`src/rtl/pit3_pkg.sv`:
```
package pit3_pkg;
   typedef enum logic [1:0] {AS_IDLE, AS_WAIT_LO, AS_WAIT_HI, AS_RUN} acc_state_e;
   typedef enum logic [1:0] {AM_LATCH, AM_LO, AM_HI, AM_LOHI} acc_mode_e;

   localparam logic [2:0] MODE_TC   = 3'd0;
   localparam logic [2:0] MODE_RATE = 3'd2;
   localparam logic [2:0] MODE_SQ   = 3'd3;

   // bit 5:4 access, 3:1 mode, 0 bcd: same layout as the low status bits
   typedef struct packed {
      acc_mode_e  acc;
      logic [2:0] mode;
      logic       bcd;
   } chan_cfg_t;
endpackage

```
`src/rtl/pit3_ctrl_decode.sv`:
```
module pit3_ctrl_decode
   import pit3_pkg::*;
#(
   parameter int NUM_CH = 3
) (
   input  logic              wr_ctrl,
   input  logic [7:0]        wdata,
   output logic [NUM_CH-1:0] cfg_wr,
   output logic [NUM_CH-1:0] cnt_latch,
   output logic [NUM_CH-1:0] sts_latch,
   output chan_cfg_t         cfg_in
);
   logic [1:0] sel;
   logic       is_rdbk;

   assign sel     = wdata[7:6];
   assign is_rdbk = (sel == 2'd3);
   assign cfg_in  = chan_cfg_t'(wdata[5:0]);

   always_comb begin
      cfg_wr    = '0;
      cnt_latch = '0;
      sts_latch = '0;
      for (int i = 0; i < NUM_CH; i++) begin
         if (wr_ctrl) begin
            if (is_rdbk) begin
               if (wdata[i+1]) begin
                  cnt_latch[i] = ~wdata[5];
                  sts_latch[i] = ~wdata[4];
               end
            end else if (sel == 2'(i)) begin
               if (wdata[5:4] == 2'b00) cnt_latch[i] = 1'b1;
               else                     cfg_wr[i]    = 1'b1;
            end
         end
      end
   end
endmodule

```
`src/rtl/pit3_channel.sv`:
```
module pit3_channel
   import pit3_pkg::*;
#(
   parameter int DATA_W = 8
) (
   input  logic              clk,
   input  logic              rst_n,
   input  logic              cnt_en,
   input  logic              gate,
   input  logic              cfg_wr,
   input  chan_cfg_t         cfg_in,
   input  logic              cnt_latch,
   input  logic              sts_latch,
   input  logic              data_wr,
   input  logic [DATA_W-1:0] wdata,
   input  logic              data_rd,
   output logic [DATA_W-1:0] rdata,
   output logic              out
);
   localparam int CNT_W = 2 * DATA_W;
   localparam logic [CNT_W:0] FULL_WRAP = {1'b1, {CNT_W{1'b0}}};

   chan_cfg_t        cfg;
   acc_state_e       astate;
   logic [CNT_W-1:0] reload, counter, cnt_hold;
   logic [DATA_W-1:0] sts_hold;
   logic             active, pending, null_cnt, out_q;
   logic             cnt_held, sts_held, rd_hi;

   logic [CNT_W:0]   full_n;
   logic [CNT_W-1:0] hi_half, lo_raw, lo_half;
   logic             tick;
   logic [DATA_W-1:0] status_now;

   assign full_n     = (reload == '0) ? FULL_WRAP : {1'b0, reload};
   assign hi_half    = CNT_W'((full_n + 1'b1) >> 1);
   assign lo_raw     = CNT_W'(full_n >> 1);
   assign lo_half    = (lo_raw == '0) ? CNT_W'(1) : lo_raw;
   assign tick       = cnt_en && gate && active && !pending;
   assign status_now = {out_q, null_cnt, cfg};
   assign out        = out_q;

   function automatic logic [DATA_W-1:0] pick_byte(input logic [CNT_W-1:0] v,
                                                   input acc_mode_e a,
                                                   input logic hi);
      case (a)
         AM_HI:   return v[CNT_W-1:DATA_W];
         AM_LOHI: return hi ? v[CNT_W-1:DATA_W] : v[DATA_W-1:0];
         default: return v[DATA_W-1:0];
      endcase
   endfunction

   assign rdata = sts_held ? sts_hold
                           : pick_byte(cnt_held ? cnt_hold : counter, cfg.acc, rd_hi);

   // configuration, reload writes and counting
   always_ff @(posedge clk) begin
      if (!rst_n) begin
         cfg      <= '0;
         astate   <= AS_IDLE;
         reload   <= '0;
         counter  <= '0;
         active   <= 1'b0;
         pending  <= 1'b0;
         null_cnt <= 1'b0;
         out_q    <= 1'b0;
      end else if (cfg_wr) begin
         cfg     <= cfg_in;
         astate  <= (cfg_in.acc == AM_HI) ? AS_WAIT_HI : AS_WAIT_LO;
         active  <= 1'b0;
         pending <= 1'b0;
         out_q   <= (cfg_in.mode != MODE_TC);
      end else if (data_wr && astate != AS_IDLE) begin
         if (cfg.acc == AM_LOHI && astate != AS_WAIT_HI) begin
            reload[DATA_W-1:0] <= wdata;
            astate             <= AS_WAIT_HI;
         end else begin
            case (cfg.acc)
               AM_LO:   reload <= {{DATA_W{1'b0}}, wdata};
               AM_HI:   reload <= {wdata, {DATA_W{1'b0}}};
               default: reload[CNT_W-1:DATA_W] <= wdata;
            endcase
            astate   <= (cfg.acc == AM_LOHI) ? AS_WAIT_LO : AS_RUN;
            pending  <= 1'b1;
            null_cnt <= 1'b1;
            if (cfg.mode == MODE_TC) out_q <= 1'b0;
         end
      end else if (cnt_en && pending) begin
         counter  <= (cfg.mode == MODE_SQ) ? hi_half : reload;
         pending  <= 1'b0;
         null_cnt <= 1'b0;
         active   <= 1'b1;
      end else if (tick) begin
         case (cfg.mode)
            MODE_TC: begin
               counter <= counter - 1'b1;
               if (counter == CNT_W'(1)) out_q <= 1'b1;
            end
            MODE_RATE: begin
               if (counter == CNT_W'(1)) begin
                  counter <= reload;
                  out_q   <= 1'b1;
               end else begin
                  counter <= counter - 1'b1;
                  if (counter == CNT_W'(2)) out_q <= 1'b0;
               end
            end
            MODE_SQ: begin
               if (counter == CNT_W'(1)) begin
                  out_q   <= ~out_q;
                  counter <= out_q ? lo_half : hi_half;
               end else begin
                  counter <= counter - 1'b1;
               end
            end
            default: ;
         endcase
      end
   end

   // latches and read byte order
   always_ff @(posedge clk) begin
      if (!rst_n) begin
         cnt_hold <= '0;
         sts_hold <= '0;
         cnt_held <= 1'b0;
         sts_held <= 1'b0;
         rd_hi    <= 1'b0;
      end else if (cfg_wr) begin
         cnt_held <= 1'b0;
         sts_held <= 1'b0;
         rd_hi    <= 1'b0;
      end else begin
         if (sts_latch && !sts_held) begin
            sts_hold <= status_now;
            sts_held <= 1'b1;
         end
         if (cnt_latch && !cnt_held) begin
            cnt_hold <= counter;
            cnt_held <= 1'b1;
         end
         if (data_rd) begin
            if (sts_held) begin
               sts_held <= 1'b0;
            end else begin
               if (cfg.acc == AM_LOHI) rd_hi <= ~rd_hi;
               if (cnt_held && (cfg.acc != AM_LOHI || rd_hi)) cnt_held <= 1'b0;
            end
         end
      end
   end
endmodule

```
`src/rtl/pit3_timer.sv`:
```
module pit3_timer
   import pit3_pkg::*;
#(
   parameter int NUM_CH    = 3,
   parameter int DATA_W    = 8,
   parameter bit IRQ_PULSE = 1'b1
) (
   input  logic              clk,
   input  logic              rst_n,
   input  logic              cnt_en,
   input  logic [NUM_CH-1:0] gate,
   input  logic [1:0]        addr,
   input  logic              wr_en,
   input  logic              rd_en,
   input  logic [DATA_W-1:0] wdata,
   output logic [DATA_W-1:0] rdata,
   output logic [NUM_CH-1:0] out,
   output logic              irq
);
   localparam logic [1:0] CTRL_ADDR = 2'd3;

   if (NUM_CH < 1 || NUM_CH > 3) begin : g_bad_nch
      $error("pit3_timer: NUM_CH must be 1..3");
   end
   if (DATA_W != 8) begin : g_bad_dw
      $error("pit3_timer: DATA_W must be 8");
   end

   logic [NUM_CH-1:0] cfg_wr, cnt_latch, sts_latch;
   chan_cfg_t         cfg_in;
   logic [DATA_W-1:0] ch_rdata [NUM_CH];

   pit3_ctrl_decode #(.NUM_CH(NUM_CH)) u_dec (
      .wr_ctrl   (wr_en && addr == CTRL_ADDR),
      .wdata     (wdata),
      .cfg_wr    (cfg_wr),
      .cnt_latch (cnt_latch),
      .sts_latch (sts_latch),
      .cfg_in    (cfg_in)
   );

   for (genvar g = 0; g < NUM_CH; g++) begin : g_ch
      pit3_channel #(.DATA_W(DATA_W)) u_ch (
         .clk       (clk),
         .rst_n     (rst_n),
         .cnt_en    (cnt_en),
         .gate      (gate[g]),
         .cfg_wr    (cfg_wr[g]),
         .cfg_in    (cfg_in),
         .cnt_latch (cnt_latch[g]),
         .sts_latch (sts_latch[g]),
         .data_wr   (wr_en && addr == 2'(g)),
         .wdata     (wdata),
         .data_rd   (rd_en && addr == 2'(g)),
         .rdata     (ch_rdata[g]),
         .out       (out[g])
      );
   end

   always_comb begin
      rdata = '0;
      for (int i = 0; i < NUM_CH; i++)
         if (addr == 2'(i)) rdata = ch_rdata[i];
   end

   if (IRQ_PULSE) begin : g_irq_pulse
      logic out0_q;
      always_ff @(posedge clk) begin
         if (!rst_n) out0_q <= 1'b0;
         else        out0_q <= out[0];
      end
      assign irq = out[0] & ~out0_q;
   end else begin : g_irq_level
      assign irq = out[0];
   end
endmodule

```
`config.mk`:
```
export PLATFORM = sky130hd
export DESIGN_NAME = pit3_timer
export DESIGN_NICKNAME = d
export VERILOG_FILES = /design/src/rtl/pit3_pkg.sv /design/src/rtl/pit3_ctrl_decode.sv /design/src/rtl/pit3_channel.sv /design/src/rtl/pit3_timer.sv
export SDC_FILE = /design/constraint.sdc
export NUM_CORES = 1
export LEC_CHECK = 0
export BUFFER_PORTS_ARGS = -buffer_cell sky130_fd_sc_hd__buf_2
export CORE_MARGIN = 1.5
export CORE_UTILIZATION = 65
export CTS_CLUSTER_DIAMETER = 150
export CTS_CLUSTER_SIZE = 16
export DETAILED_ROUTE_END_ITERATION = 6
export PLACE_DENSITY = 0.79
export RECOVER_POWER = 50
export SLEW_MARGIN = 20
export SYNTH_ARGS = -nofsm -noshare
export SYNTH_HDL_FRONTEND = slang
export SYNTH_HIERARCHICAL = 1
export SYNTH_SLANG_ARGS = --single-unit
```
`constraint.sdc`:
```
create_clock -name clk -period 6.88 [get_ports clk]
set_input_delay 0.688 -clock clk [delete_from_list [all_inputs] [get_ports clk]]
set_output_delay 0.688 -clock clk [all_outputs]
set_load 0.05 [all_outputs]
```
**Yosys cells after proc, flatten, opt, wreduce, memory -nomap -nowiden**

Cells that the tools add are included.

- Register bits after elaboration: 214
- Input bits: 18

- Add/subtract/negate cells: 6
- Equality and inequality tests: 55
- Muxes and demuxes: 159
- Bitwise operators: 23
- Reductions and logical operators: 116

Operators by type and width:

| operator | count |
|---|---|
| $mux W16 | 24 |
| $pmux W16 S3 | 3 |
| $mux W8 | 15 |
| $logic_not A16 Y1 | 6 |
| $pmux W8 S2 | 6 |
| $mux W1 | 92 |
| $add A17 B1 Y17 const B | 3 |
| $mux W17 | 3 |
| $eq A16 B1 Y1 const B | 3 |
| $eq A16 B2 Y1 const B | 3 |
| $sub A16 B1 Y16 const B | 3 |
| $reduce_and A3 Y1 | 12 |
| $logic_and A1 B1 Y1 | 34 |
| $mux W2 | 13 |
| $ne A4 B2 Y1 const B | 6 |
| $reduce_and A2 Y1 | 12 |
| $reduce_and A8 Y1 | 3 |
| $reduce_bool A2 Y1 | 12 |
| $reduce_bool A4 Y1 | 6 |
| $eq A2 B2 Y1 const B | 11 |
| $not A1 Y1 | 22 |
| $reduce_bool A3 Y1 | 7 |
| $eq A3 B2 Y1 const B | 6 |
| $ne A2 B2 Y1 const B | 9 |
| other kinds (12) | 45 |

**Logic depth before layout (Yosys ltp)**

- Depth after elaboration: 10
- Gate-level depth with buffers: 13
- Depth with buffers taken out: 9

**By module**

Netlist, hierarchy kept.

Modules (own cells, without submodules):

| module | times used | cells each | area each (um^2) | sequential area each (um^2) |
|---|---|---|---|---|
| pit3_channel (g_ch[1].u_ch) | 1 | 635 | 4,868.4 | 1,421.4 |
| pit3_channel (g_ch[0].u_ch) | 1 | 612 | 4,849.7 | 1,421.4 |
| pit3_channel (g_ch[2].u_ch) | 1 | 607 | 4,789.6 | 1,421.4 |
| pit3_timer | 1 | 32 | 285.3 | 20.0 |
| pit3_ctrl_decode | 1 | 24 | 166.4 | 0.0 |

**Least setup slack after synthesis**

OpenSTA, ideal clock, no wires.

- Path kind: flip-flop to output port
- Start: register g_ch[0].u_ch/cfg[5] (netlist bit)
- End: output port rdata[0]
- Data arrival time: 2.624 ns
- Data required time: 6.192 ns
- Path slack: 3.568 ns
- Stages on the path, launching flop included: 8
- Path buffers: 1
- Cells stage by stage: dfxtp_1 -> clkbuf_1 -> inv_1 -> a21oi_1 -> mux4_2 -> mux2_2 -> mux2i_1 -> o2bb2ai_1

RTL lines:

| item | line | source |
|---|---|---|
| from (decl) | pit3_channel.sv:23 | `chan_cfg_t cfg;` |
| from (signal assigned) | pit3_channel.sv:68 | `cfg <= cfg_in;` |
| to (decl) | pit3_timer.sv:16 | `output logic [DATA_W-1:0] rdata,` |

==> flow_metrics.tcl <==
set metrics [dict create \
    status "finished, violations left" \
    failing_checks "max-capacitance violations, max-slew violations" \
    layout_cells_excl_fill 2079 \
    yosys-top-cells-count "262 x sky130_fd_sc_hd__nand2_1, 214 x sky130_fd_sc_hd__dfxtp_1, 146 x sky130_fd_sc_hd__clkbuf_1, 96 x sky130_fd_sc_hd__a21oi_1, 96 x sky130_fd_sc_hd__nor2_1" \
    endpoint_required_time_on_the_critical_path_ns 7.30 \
    grt_setup_unrepaired "false" \
    netlist-cell-type-count 92 \
    core_area_um2 22600 \
    post-route-drc-count 0 \
    die_width_um 155 \
    detail_route.wl_per_cell_um 21.9 \
    timing.final.crit_period_ns 4.15 \
    gp_congestion 1.01 \
    cts.sink_count 214 \
    synth_simple_gate_area_share_pct 28.1 \
    synth_edf_count 0 \
    post_cts_resize_count 0 \
    cts_max_path_buffers 3 \
    grtUsageMet3_pct 4.90 \
    post_synth.cell_area_avg_um2 7.83 \
    dpl.hpwl_mm 31.6 \
    worst-r2r-setup-slack_ns 3.74 \
    synthMuxAreaShare_pct 8.92 \
    fin_total_pwr_w 0.00230 \
    first_global_vias 13200 \
    ctsRootBufferMaster "sky130_fd_sc_hd__clkbuf_16" \
    die-area_um2 23900 \
    criticalPathCategory "input pin to flip-flop" \
    timing.critical_path.to_type "flip-flop" \
    synth_top_area_share_pct 28.6 \
    vias_per_cell 6.98 \
    drive_gt1_share_pct 7.97 \
    ys_seq_area_share_pct 28.6 \
    antenna_left 0 \
    worst_skew_pair.late_latency_ns 0.52 \
    synth_top_family_by_area "simple AND/OR/NAND/NOR gates" \
    least_margin_pin_slew_ns 3.28 \
    grt_pass1_wl_mm 72.6 \
    vias 14500 \
    gr-usage-met1_pct 50.2 \
    tritoncts "yes" \
    power.static_leakage_nw 4.87 \
    start_kind "input pin" \
    report.final.hold_viol_count 0 \
    synth_cells 1910 \
    worstRegToRegCells 6 \
    h-tree-depth 1 \
    synth_async_sr_flop_share_pct 0 \
    crit_path_start "rst_n" \
    timing.final.setup_violations 0 \
    globalRouteOverflowTotal 0 \
    std_cell_rows 55 \
    grt_max_degree 85 \
    max_freq_mhz 241 \
    max_cap_violations 1 \
    initial_utilization_pct 66.1 \
    cts_post_setup_buffers_inserted 0 \
    synthAdderAreaFrac_pct 1.25 \
    gr-usage-met2_pct 61.0 \
    synth_largest_area_cell "sky130_fd_sc_hd__dfxtp_1" \
    placed_area_um2 14800 \
    slew_violations 85 \
    tritoncts.num_buffers 17 \
    power.density_nw_per_um2 151 \
    peakVddDrop_uv 186 \
    layout_worst_path_cycle_share_pct 60.3 \
    grt_antenna_before_repair 1 \
    syn2layout_area_growth_pct 1.88 \
    cts-hold-fix-buffers 0 \
    crit_arrival_ns 4.57 \
    drt_first_pass_iters 6 \
    post_synth_xor_area_fraction_pct 4.39 \
    hold_path.class "flip-flop to flip-flop" \
    grt_busiest_layer "met2" \
    synth-seq-cells 214 \
    totalWireLength_mm 45.6 \
    die_h_um 155 \
    clkTransAtPathRegs_ns 0.08 \
    layout.nets 1827 \
    placedCellCount 2060 \
    ioPinCount 30 \
    final_design_area_no_fill_um2 15200 \
    initialDrtViolationCount 1676 \
    synth-compound-area-share_pct 22.5 \
    number_of_warnings_issued_by_yosys 6 \
    synth_most_common_cell "sky130_fd_sc_hd__nand2_1" \
    dominantRegCellSynth "sky130_fd_sc_hd__dfxtp_1" \
    port_buffers 29 \
    antenna_cells_inserted 0 \
    worst-path-max-fanout 84 \
    worst_r2r_endpoint "g_ch[2].u_ch/counter[4]" \
    mappedNetlistArea_um2 15000 \
    nFillCells 1925 \
    timing.slew.headroom_pct -118 \
    fin_tns_setup_ns 0 \
    grt_use_total_pct 37.3 \
    worst_r2r_startpoint "g_ch[2].u_ch/cfg[1]" \
    yosys-top-cells-area "sky130_fd_sc_hd__dfxtp_1 29%, sky130_fd_sc_hd__nand2_1 6.6%, sky130_fd_sc_hd__mux2i_1 3.9%" \
    clock-skew-final_ns 0.0232 \
    critPathCapture "g_ch[1].u_ch/counter[2]" \
    synth_fp_nets 1943 \
]
-- flip-flops by register name (all words and copies together) (netlist names) --
name                cells
g_irq_pulse.out0_q      1
g_ch.u_ch/counter      48
g_ch.u_ch/null_cnt      3
g_ch.u_ch/cnt_held      3
g_ch.u_ch/cfg          18
g_ch.u_ch/astate        6
g_ch.u_ch/reload       48
g_ch.u_ch/out           3
g_ch.u_ch/sts_hold     24
g_ch.u_ch/pending       3
g_ch.u_ch/active        3
g_ch.u_ch/sts_held      3
g_ch.u_ch/cnt_hold     48
g_ch.u_ch/rd_hi         3
-- cell type report --
class	count	area, µm²	area share (%)
multi-input cells	1476	9770	64.1
flip-flops and latches	214	4280	28.1
inverters	41	154	1.01
well taps	285	357	2.34
clock inverters	2	20.0	0.131
clock buffers	17	425	2.79
repair buffers	44	235	1.54
-- power by group --
part / leakage (nW) / switching, W / internal [W]
clock: 0.220 / 0.000484 / 0.000447
sequential: 1.72 / 0.0000117 / 0.00124
combinational: 2.93 / 0.0000759 / 0.0000414
total: 4.87 / 0.000571 / 0.00173
-- cells in the final DEF, fill, tap and decap left out, types with 47 or more instances in the layout --
cell,Yosys,routed
sky130_fd_sc_hd__a21boi_0,65,65
sky130_fd_sc_hd__a21oi_1,96,96
sky130_fd_sc_hd__dfxtp_1,214,214
sky130_fd_sc_hd__mux2i_1,59,59
sky130_fd_sc_hd__nand2_1,262,262
sky130_fd_sc_hd__nand3_1,73,73
sky130_fd_sc_hd__nor2_1,96,96
sky130_fd_sc_hd__nor2b_1,74,74
sky130_fd_sc_hd__nor3_1,54,51
sky130_fd_sc_hd__nor4_1,47,47
sky130_fd_sc_hd__o21ai_0,81,81
sky130_fd_sc_hd__xnor2_1,50,50
-- per-stage QoR --
| step | hold slack [ns] | setup slack (ns) | util (%) |
|---|---|---|---|
| final | 0.463 | 2.73 | 67.3 |
| after global routing | 0.481 | 2.31 | 67.3 |
| after CTS | 0.467 | 3.02 | 67.4 |
| after detailed placement | 0.457 | 3.41 | 65.5 |
| after global placement | 0.447 | 3.48 | 65.5 |
| after floorplan | 0.437 | 3.57 | - |
-- layer usage --
metal | wire length (µm) | share of wire [%]
met1 | 18300 | 40
met2 | 20900 | 46
met3 | 4380 | 9.6
met4 | 1930 | 4.2
met5 | 16 | 0.035
-- kinds of logic (layout without fill, tap and decap cells) --
family,count (synthesis),after routing
flip-flops,214,214
AND/OR/NAND/NOR,801,801
buffers and inverters,220,104
adder cells (fa/ha/maj),15,15
multiplexers,101,101
XOR/XNOR,75,75
AO/OA/AOI/OAI,484,484
-- critical path, cell delays in order --
cell                       delay [ns]
sky130_fd_sc_hd__buf_4           0.37
sky130_fd_sc_hd__clkbuf_1        2.35
sky130_fd_sc_hd__nand2_1         0.40
sky130_fd_sc_hd__or4_1           0.63
sky130_fd_sc_hd__o211ai_1        0.10
-- worst min path at each step --
| stage | to | cells past startpoint | start | slack (ns) |
|---|---|---|---|---|
| after global routing | g_ch[0].u_ch/cnt_hold[12] | 2 | g_ch[0].u_ch/cnt_hold[12] | 0.48 |
| final | g_ch[0].u_ch/cnt_hold[2] | 2 | g_ch[0].u_ch/cnt_hold[2] | 0.46 |
| after floorplan | g_ch[1].u_ch/active | 2 | g_ch[1].u_ch/active | 0.44 |
| after CTS | g_ch[1].u_ch/cnt_hold[11] | 2 | g_ch[1].u_ch/cnt_hold[11] | 0.47 |
| after detailed placement | g_ch[1].u_ch/cnt_hold[8] | 2 | g_ch[1].u_ch/cnt_hold[8] | 0.46 |
| after global placement | g_ch[1].u_ch/cnt_hold[13] | 2 | g_ch[1].u_ch/cnt_hold[13] | 0.45 |
Power figures use the tool's default switching activity.
